## src/rtl/ped_pkg.sv

```systemverilog
package ped_pkg;
  localparam int PIN_COUNT = 32;
  localparam int PIN_IDX_W = $clog2(PIN_COUNT);
  localparam int DATA_W    = 32;
  localparam int CODE_W    = 4;
  localparam int CODE_LSB  = 16;
  localparam int FLAG_BIT  = 24;
  localparam int SUM_OFFSET = 'hA0;

  localparam logic [CODE_W-1:0] TRIG_OFF      = 4'd0;
  localparam logic [CODE_W-1:0] TRIG_DMA_RISE = 4'd1;
  localparam logic [CODE_W-1:0] TRIG_DMA_FALL = 4'd2;
  localparam logic [CODE_W-1:0] TRIG_DMA_BOTH = 4'd3;
  localparam logic [CODE_W-1:0] TRIG_IRQ_LOW  = 4'd8;
  localparam logic [CODE_W-1:0] TRIG_IRQ_RISE = 4'd9;
  localparam logic [CODE_W-1:0] TRIG_IRQ_FALL = 4'd10;
  localparam logic [CODE_W-1:0] TRIG_IRQ_BOTH = 4'd11;
  localparam logic [CODE_W-1:0] TRIG_IRQ_HIGH = 4'd12;

  // Strobes from the register decoder to the datapath
  typedef struct packed {
    logic                  codeWr;
    logic [PIN_IDX_W-1:0]  codeSel;
    logic [CODE_W-1:0]     codeVal;
    logic [PIN_COUNT-1:0]  clrMask;
    logic                  rdPin;
    logic                  rdSum;
    logic [PIN_IDX_W-1:0]  rdSel;
  } strobe_t;

  function automatic logic codeIsDma(input logic [CODE_W-1:0] c);
    return (c == TRIG_DMA_RISE) || (c == TRIG_DMA_FALL) || (c == TRIG_DMA_BOTH);
  endfunction

  function automatic logic codeIsIrq(input logic [CODE_W-1:0] c);
    return (c >= TRIG_IRQ_LOW) && (c <= TRIG_IRQ_HIGH);
  endfunction
endpackage

```

## src/rtl/ped_bus_ctrl.sv

```systemverilog
module ped_bus_ctrl
  import ped_pkg::*;
#(
  parameter int ADDR_W = 8
) (
  input  logic [ADDR_W-1:0] busAddr,
  input  logic              busWrEn,
  input  logic [DATA_W-1:0] busWrData,
  output strobe_t           strb
);
  localparam int PIN_SPAN_LSB = PIN_IDX_W + 2;

  logic                 aligned;
  logic                 inPinRange;
  logic                 isSum;
  logic [PIN_IDX_W-1:0] pinIdx;
  logic [PIN_COUNT-1:0] pinOneHot;

  always_comb begin
    aligned    = (busAddr[1:0] == 2'b00);
    inPinRange = aligned && (busAddr[ADDR_W-1:PIN_SPAN_LSB] == '0);
    isSum      = (busAddr == ADDR_W'(SUM_OFFSET));
    pinIdx     = busAddr[PIN_SPAN_LSB-1:2];
    pinOneHot  = '0;
    pinOneHot[pinIdx] = 1'b1;
  end

  always_comb begin
    strb         = '0;
    strb.codeSel = pinIdx;
    strb.rdSel   = pinIdx;
    strb.codeVal = busWrData[CODE_LSB +: CODE_W];
    strb.rdPin   = inPinRange;
    strb.rdSum   = isSum;
    strb.codeWr  = busWrEn && inPinRange;
    if (busWrEn && inPinRange && busWrData[FLAG_BIT])
      strb.clrMask = pinOneHot;
    else if (busWrEn && isSum)
      strb.clrMask = busWrData[PIN_COUNT-1:0];
  end
endmodule

```

## src/rtl/ped_pin_cell.sv

```systemverilog
module ped_pin_cell
  import ped_pkg::*;
(
  input  logic              clk,
  input  logic              rstN,
  input  logic              syncPin,
  input  logic              codeWr,
  input  logic [CODE_W-1:0] codeVal,
  input  logic              clr,
  output logic [CODE_W-1:0] code,
  output logic              flag,
  output logic              irqSel,
  output logic              dmaSel
);
  logic prevPin;
  logic rise, fall;
  logic edgeHit, levelHit;

  always_comb begin
    rise     = syncPin && !prevPin;
    fall     = !syncPin && prevPin;
    edgeHit  = 1'b0;
    levelHit = 1'b0;
    unique case (code)
      TRIG_DMA_RISE, TRIG_IRQ_RISE: edgeHit  = rise;
      TRIG_DMA_FALL, TRIG_IRQ_FALL: edgeHit  = fall;
      TRIG_DMA_BOTH, TRIG_IRQ_BOTH: edgeHit  = rise || fall;
      TRIG_IRQ_LOW:                 levelHit = !syncPin;
      TRIG_IRQ_HIGH:                levelHit = syncPin;
      default: ;
    endcase
    irqSel = codeIsIrq(code);
    dmaSel = codeIsDma(code);
  end

  always_ff @(posedge clk or negedge rstN) begin
    if (!rstN) begin
      prevPin <= 1'b0;
      code    <= TRIG_OFF;
      flag    <= 1'b0;
    end else begin
      prevPin <= syncPin;
      if (codeWr) code <= codeVal;
      // a fresh edge survives a coincident clear; a level yields to it
      flag <= edgeHit || ((levelHit || flag) && !clr);
    end
  end
endmodule

```

## src/rtl/ped_datapath.sv

```systemverilog
module ped_datapath
  import ped_pkg::*;
#(
  parameter int SYNC_STAGES = 2
) (
  input  logic                 clk,
  input  logic                 rstN,
  input  logic [PIN_COUNT-1:0] pinIn,
  input  strobe_t              strb,
  output logic [DATA_W-1:0]    rdData,
  output logic [PIN_COUNT-1:0] flagVec,
  output logic [PIN_COUNT-1:0] irqSelVec,
  output logic [PIN_COUNT-1:0] dmaSelVec
);
  logic [PIN_COUNT-1:0] syncStg [SYNC_STAGES];
  logic [CODE_W-1:0]    codeArr [PIN_COUNT];

  always_ff @(posedge clk or negedge rstN) begin
    if (!rstN) begin
      for (int s = 0; s < SYNC_STAGES; s++) syncStg[s] <= '0;
    end else begin
      syncStg[0] <= pinIn;
      for (int s = 1; s < SYNC_STAGES; s++) syncStg[s] <= syncStg[s-1];
    end
  end

  for (genvar i = 0; i < PIN_COUNT; i++) begin : g_pin
    ped_pin_cell u_cell (
      .clk     (clk),
      .rstN    (rstN),
      .syncPin (syncStg[SYNC_STAGES-1][i]),
      .codeWr  (strb.codeWr && (strb.codeSel == PIN_IDX_W'(i))),
      .codeVal (strb.codeVal),
      .clr     (strb.clrMask[i]),
      .code    (codeArr[i]),
      .flag    (flagVec[i]),
      .irqSel  (irqSelVec[i]),
      .dmaSel  (dmaSelVec[i])
    );
  end

  always_comb begin
    rdData = '0;
    if (strb.rdPin) begin
      rdData[FLAG_BIT]            = flagVec[strb.rdSel];
      rdData[CODE_LSB +: CODE_W]  = codeArr[strb.rdSel];
    end else if (strb.rdSum) begin
      rdData[PIN_COUNT-1:0] = flagVec;
    end
  end
endmodule

```

## src/rtl/ped_event_top.sv

```systemverilog
module ped_event_top
  import ped_pkg::*;
#(
  parameter int ADDR_W      = 8,
  parameter int SYNC_STAGES = 2
) (
  input  logic                 clk,
  input  logic                 rstN,
  input  logic [PIN_COUNT-1:0] pinIn,
  input  logic [ADDR_W-1:0]    busAddr,
  input  logic                 busWrEn,
  input  logic [DATA_W-1:0]    busWrData,
  output logic [DATA_W-1:0]    busRdData,
  output logic                 irqOut,
  output logic                 dmaReq
);
  strobe_t              ctrlStrobes;
  logic [PIN_COUNT-1:0] flagVec;
  logic [PIN_COUNT-1:0] irqSelVec;
  logic [PIN_COUNT-1:0] dmaSelVec;

  ped_bus_ctrl #(.ADDR_W(ADDR_W)) u_ctrl (
    .busAddr   (busAddr),
    .busWrEn   (busWrEn),
    .busWrData (busWrData),
    .strb      (ctrlStrobes)
  );

  ped_datapath #(.SYNC_STAGES(SYNC_STAGES)) u_dp (
    .clk       (clk),
    .rstN      (rstN),
    .pinIn     (pinIn),
    .strb      (ctrlStrobes),
    .rdData    (busRdData),
    .flagVec   (flagVec),
    .irqSelVec (irqSelVec),
    .dmaSelVec (dmaSelVec)
  );

  assign irqOut = |(flagVec & irqSelVec);
  assign dmaReq = |(flagVec & dmaSelVec);
endmodule

```

## config.mk

```make
export PLATFORM = sky130hd
export DESIGN_NAME = ped_event_top
export DESIGN_NICKNAME = d
export VERILOG_FILES = /design/src/rtl/ped_pkg.sv /design/src/rtl/ped_bus_ctrl.sv /design/src/rtl/ped_pin_cell.sv /design/src/rtl/ped_datapath.sv /design/src/rtl/ped_event_top.sv
export SDC_FILE = /design/constraint.sdc
export NUM_CORES = 1
export LEC_CHECK = 0
export ABC_AREA = 1
export BUFFER_PORTS_ARGS = -buffer_cell sky130_fd_sc_hd__buf_2
export CORE_MARGIN = 2
export CORE_UTILIZATION = 50
export DETAILED_ROUTE_END_ITERATION = 7
export PLACE_DENSITY_LB_ADDON = 0.05
export SYNTH_ARGS = -nofsm -noshare
export SYNTH_HDL_FRONTEND = slang
export SYNTH_HIERARCHICAL = 1
export SYNTH_SLANG_ARGS = --single-unit
```

## constraint.sdc

```tcl
create_clock -name clk -period 1.67 [get_ports clk]
set_clock_uncertainty 0.2 [all_clocks]
set_input_delay 0.0835 -clock clk [delete_from_list [all_inputs] [get_ports clk]]
set_output_delay 0.0835 -clock clk [all_outputs]
set_load 0.01 [all_outputs]
```

==> flow_summary_export.csv <==
group,metric,value,unit
timing,fmax,446,MHz
logic_synthesis,synthSimpleGateAreaFrac,35.8,%
floorplanning,design.core.area,29800,sq um
power,total_power,17.4,mW
detailed_routing,wl,54800,um
timing,hold_ws,73.9,ps
status,status,"finished, violations left",
logic_synthesis,async_reset_ff_share,100,%
setup_path,startpoint_type,"flop",
setup_path,r2r-start,"u_dp/g_pin[7].u_cell/code[2]",
logic_synthesis,synth_compound_area_share,7.09,%
global_route,antenna_found_initial,0,
global_route,globalRouteTotalUtil,33.9,%
logic_synthesis,synth_xor_area_share,0,%
setup_path,end_kind,"output port",
power,vdd_drop_max,0.814,mV
detailed_routing,drtIter0Drc,1452,
clocking,cts_max_level,1,
clocking,cts_buffers,30,
status,violations,"setup timing",
logic_synthesis,yosysSeqAreaShare,42.1,%
logic_synthesis,syn_nets,2339,
logic_synthesis,postSynthAreaPerCell,6.92,sq um
setup_path,critPathCapture,"dmaReq",
timing,worst_pin_slew,439,ps
placed_design,dp_hpwl,38800,um
global_route,grt_pass1_vias,15054,
timing,setup_viol,24,
cells_and_area,drive_above_1_share,30.0,%
detailed_routing,wl_met1,23200,um
detailed_routing,drc,0,
logic_synthesis,ys_seq_elements,256,
placed_design,place_congestion,0.986,
detailed_routing,first_pass_iters,5,
logic_synthesis,synthTopCellsByArea,"dfrtp_1, nand2_1, nand3_1",
logic_synthesis,synth.most_common_cell,"nand2_1",
detailed_routing,route.met3.wl,4330,um
run,max_cap_violations,0,
logic_synthesis,synth_top_family_by_area,"simple AND/OR/NAND/NOR gates",
power,leakagePower,11.2,nW
floorplanning,die_x,178,um
setup_path,cp.required,1390,ps
logic_synthesis,synthAdderAreaFrac,5.26,%
setup_path,crit_path_max_incr_delay,410,ps
global_route,grt_max_degree,59,
detailed_routing,top_layer,"met4",
clocking,clock_sinks,256,
clocking,clkLatencyLatePin,570,ps
timing,min_period,2240,ps
timing,finalHoldViolations,0,
timing,tns,-4540,ps
setup_path,worst_r2r_endpoint,"u_dp/g_pin[7].u_cell/flag",
global_route,grt.overflow.total,0,
logic_synthesis,synth_cells,2200,
logic_synthesis,synth_warnings,6,
floorplanning,placementRows,63,
detailed_routing,via_per_inst,5.18,
logic_synthesis,synthTopCellsByCount,"nand2_1, dfrtp_1, nor2_1",
worst_hold_path,hold_path.class,"in2reg",
timing,setup_slack,-571,ps
placed_design,place_ws,-239,ps
clocking,cts_tree,"done",
floorplanning,initial_core_util,51.1,%
clocking,clk_path_buf_depth,3,
setup_path,cpLargestDelayFamily,"simple AND/OR/NAND/NOR gates",
setup_path,reg2reg_slack,230,ps
timing,slew_headroom,70.7,%
setup_path,r2r_cells,9,
cells_and_area,final_nets,2808,
timing,fin_crit_sh,134,%
logic_synthesis,ys_types,26,
logic_synthesis,netlist.area_leader.share,42.1,%
logic_synthesis,synth_top_cell_by_area,"dfrtp_1",
floorplanning,ioPinCount,109,
setup_path,cp_common_cell,"nand2_2",
power,power_density,810,nW/um^2
setup_path,critPathKind,"reg2out",
setup_path,worstPathCellList,"inv_2, nand2_2, nand2_1, nor2_1, nand2_1, nand2_2, nor2_2, nand2_2, nor2_4, nand2_2, buf_6",
setup_path,critPathLaunch,"u_dp/g_pin[23].u_cell/code[0]",
logic_synthesis,synthMuxAreaShare,0,%
logic_synthesis,synth_edf_count,0,
logic_synthesis,ys.flop_type,"dfrtp_1",
floorplanning,die_area,31800,sq um
setup_path,cp.arrival,1960,ps
detailed_routing,ant_nets,0,
detailed_routing,vias,15971,
setup_path,crit_slowest_cell,"dfrtp_1",
setup_path,critPathMaxFanout,3,
timing,rsz0062_at_grt,"true",
detailed_routing,wire_per_inst,17.8,um
logic_synthesis,syn_area,15200,sq um
clocking,clk_pin_slew,60,ps
setup_path,cp_num_cells,11,
cells_and_area,antennaDiodeCount,0,
cells_and_area,area_delta_synth_final,41.3,%
timing,final_max_slew_viol_count,0,
clocking,clock-root-buffer,"clkbuf_16",
placed_design,port_buffers,108,
setup_path,crit_buf_inv,2,
floorplanning,die_h,178,um
detailed_routing,wl_met2,25100,um
global_route,grt_first_pass_wirelength,82400,um
where the power goes:
| part | switching [mW] | total [mW] | internal (mW) |
|---|---|---|---|
| clock | 2.68 | 6.64 | 3.95 |
| combinational | 2.09 | 3.69 | 1.60 |
| sequential | 0.440 | 7.09 | 6.65 |
worst min-delay path by stage:
stage | start | endpoint | slack [ps] | cells after the start
after floorplan | rstN | u_dp/g_pin[0].u_cell/code[0] | -410 | 0
after global placement | rstN | u_dp/syncStg[5] | -220 | 1
after detailed placement | rstN | u_dp/g_pin[5].u_cell/prevPin | -220 | 1
after CTS | busAddr[6] | u_dp/g_pin[31].u_cell/flag | 40 | 7
after global routing | busAddr[6] | u_dp/g_pin[10].u_cell/flag | 100 | 8
final | busAddr[6] | u_dp/g_pin[9].u_cell/flag | 70 | 8
worst reg2reg max path, stage by stage, from the launching register on:
cell	delay, ps
dfrtp_1	400
buf_4	150
buf_4	120
buf_4	140
nand2_1	60
nand2_1	50
nand2_1	70
nand2_1	50
nand2_1	50
nand2_1	50
stage by stage:
step                instances  cell area (sq um)  util (%)
finish                   3081              21500      72.2
global placement         2886              17900      60.2
detailed placement       2886              17900      60.2
floorplan                2200              15200         -
CTS                      3064              20700      69.5
global route             3081              21500      72.2
what timing repair did:
item / in CTS / in global routing
cloned: 0 / 2
gates resized for setup: 169 / 167
endpoints found under the hold margin: 439 / 0
hold buffers: 103 / 0
pin swaps: 65 / 75
setup buffers: 22 / 15
endpoints found under the setup margin: 34 / 37
flip-flops by register name, summed over array words and instances, names as in the netlist:
register and count:
u_dp/g_pin.u_cell/flag 32, u_dp/g_pin.u_cell/prevPin 32, u_dp/syncStg 64, u_dp/g_pin.u_cell/code 128
routing by layer:
| metal | vias to the layer above | track usage (%) |
|---|---|---|
| met3 | 118 | 4.94 |
| met4 | 0 | 12.3 |
| li1 | 7727 | - |
| met2 | 670 | 54.4 |
| met5 | - | 0 |
| met1 | 7456 | 46.8 |
layout by cell type (no fill, tap or decap), types with 8 or more instances in the layout:
cell type,instances
nand2_1,795
dfrtp_1,227
buf_4,218
nor2_1,197
inv_1,196
o21ai_0,131
nand3_1,129
dlygate4sd3_1,101
buf_2,100
inv_2,83
nand2_2,82
nand3_2,68
ha_1,64
buf_6,53
clkbuf_16,32
o21ai_2,30
dfrtp_2,29
a21oi_1,28
nand2_4,23
buf_12,22
nor2_2,18
nand3_4,14
clkbuf_8,8
cell type report:
type	instances	area, sq um
inverter	282	1060
timing repair buffer	499	4280
fill	2415	8290
sequential	256	6440
tap	390	488
clock buffer	45	887
multi-input combinational	1600	8230
clock inverter	9	111
kinds of logic after synthesis:
logic type / count (synthesis)
AOI/OAI and AO/OA: 193
adders and majority gates: 64
buffers and inverters: 344
DFF: 256
and+or+nand+nor: 1343
Power figures use the tool's default switching activity.
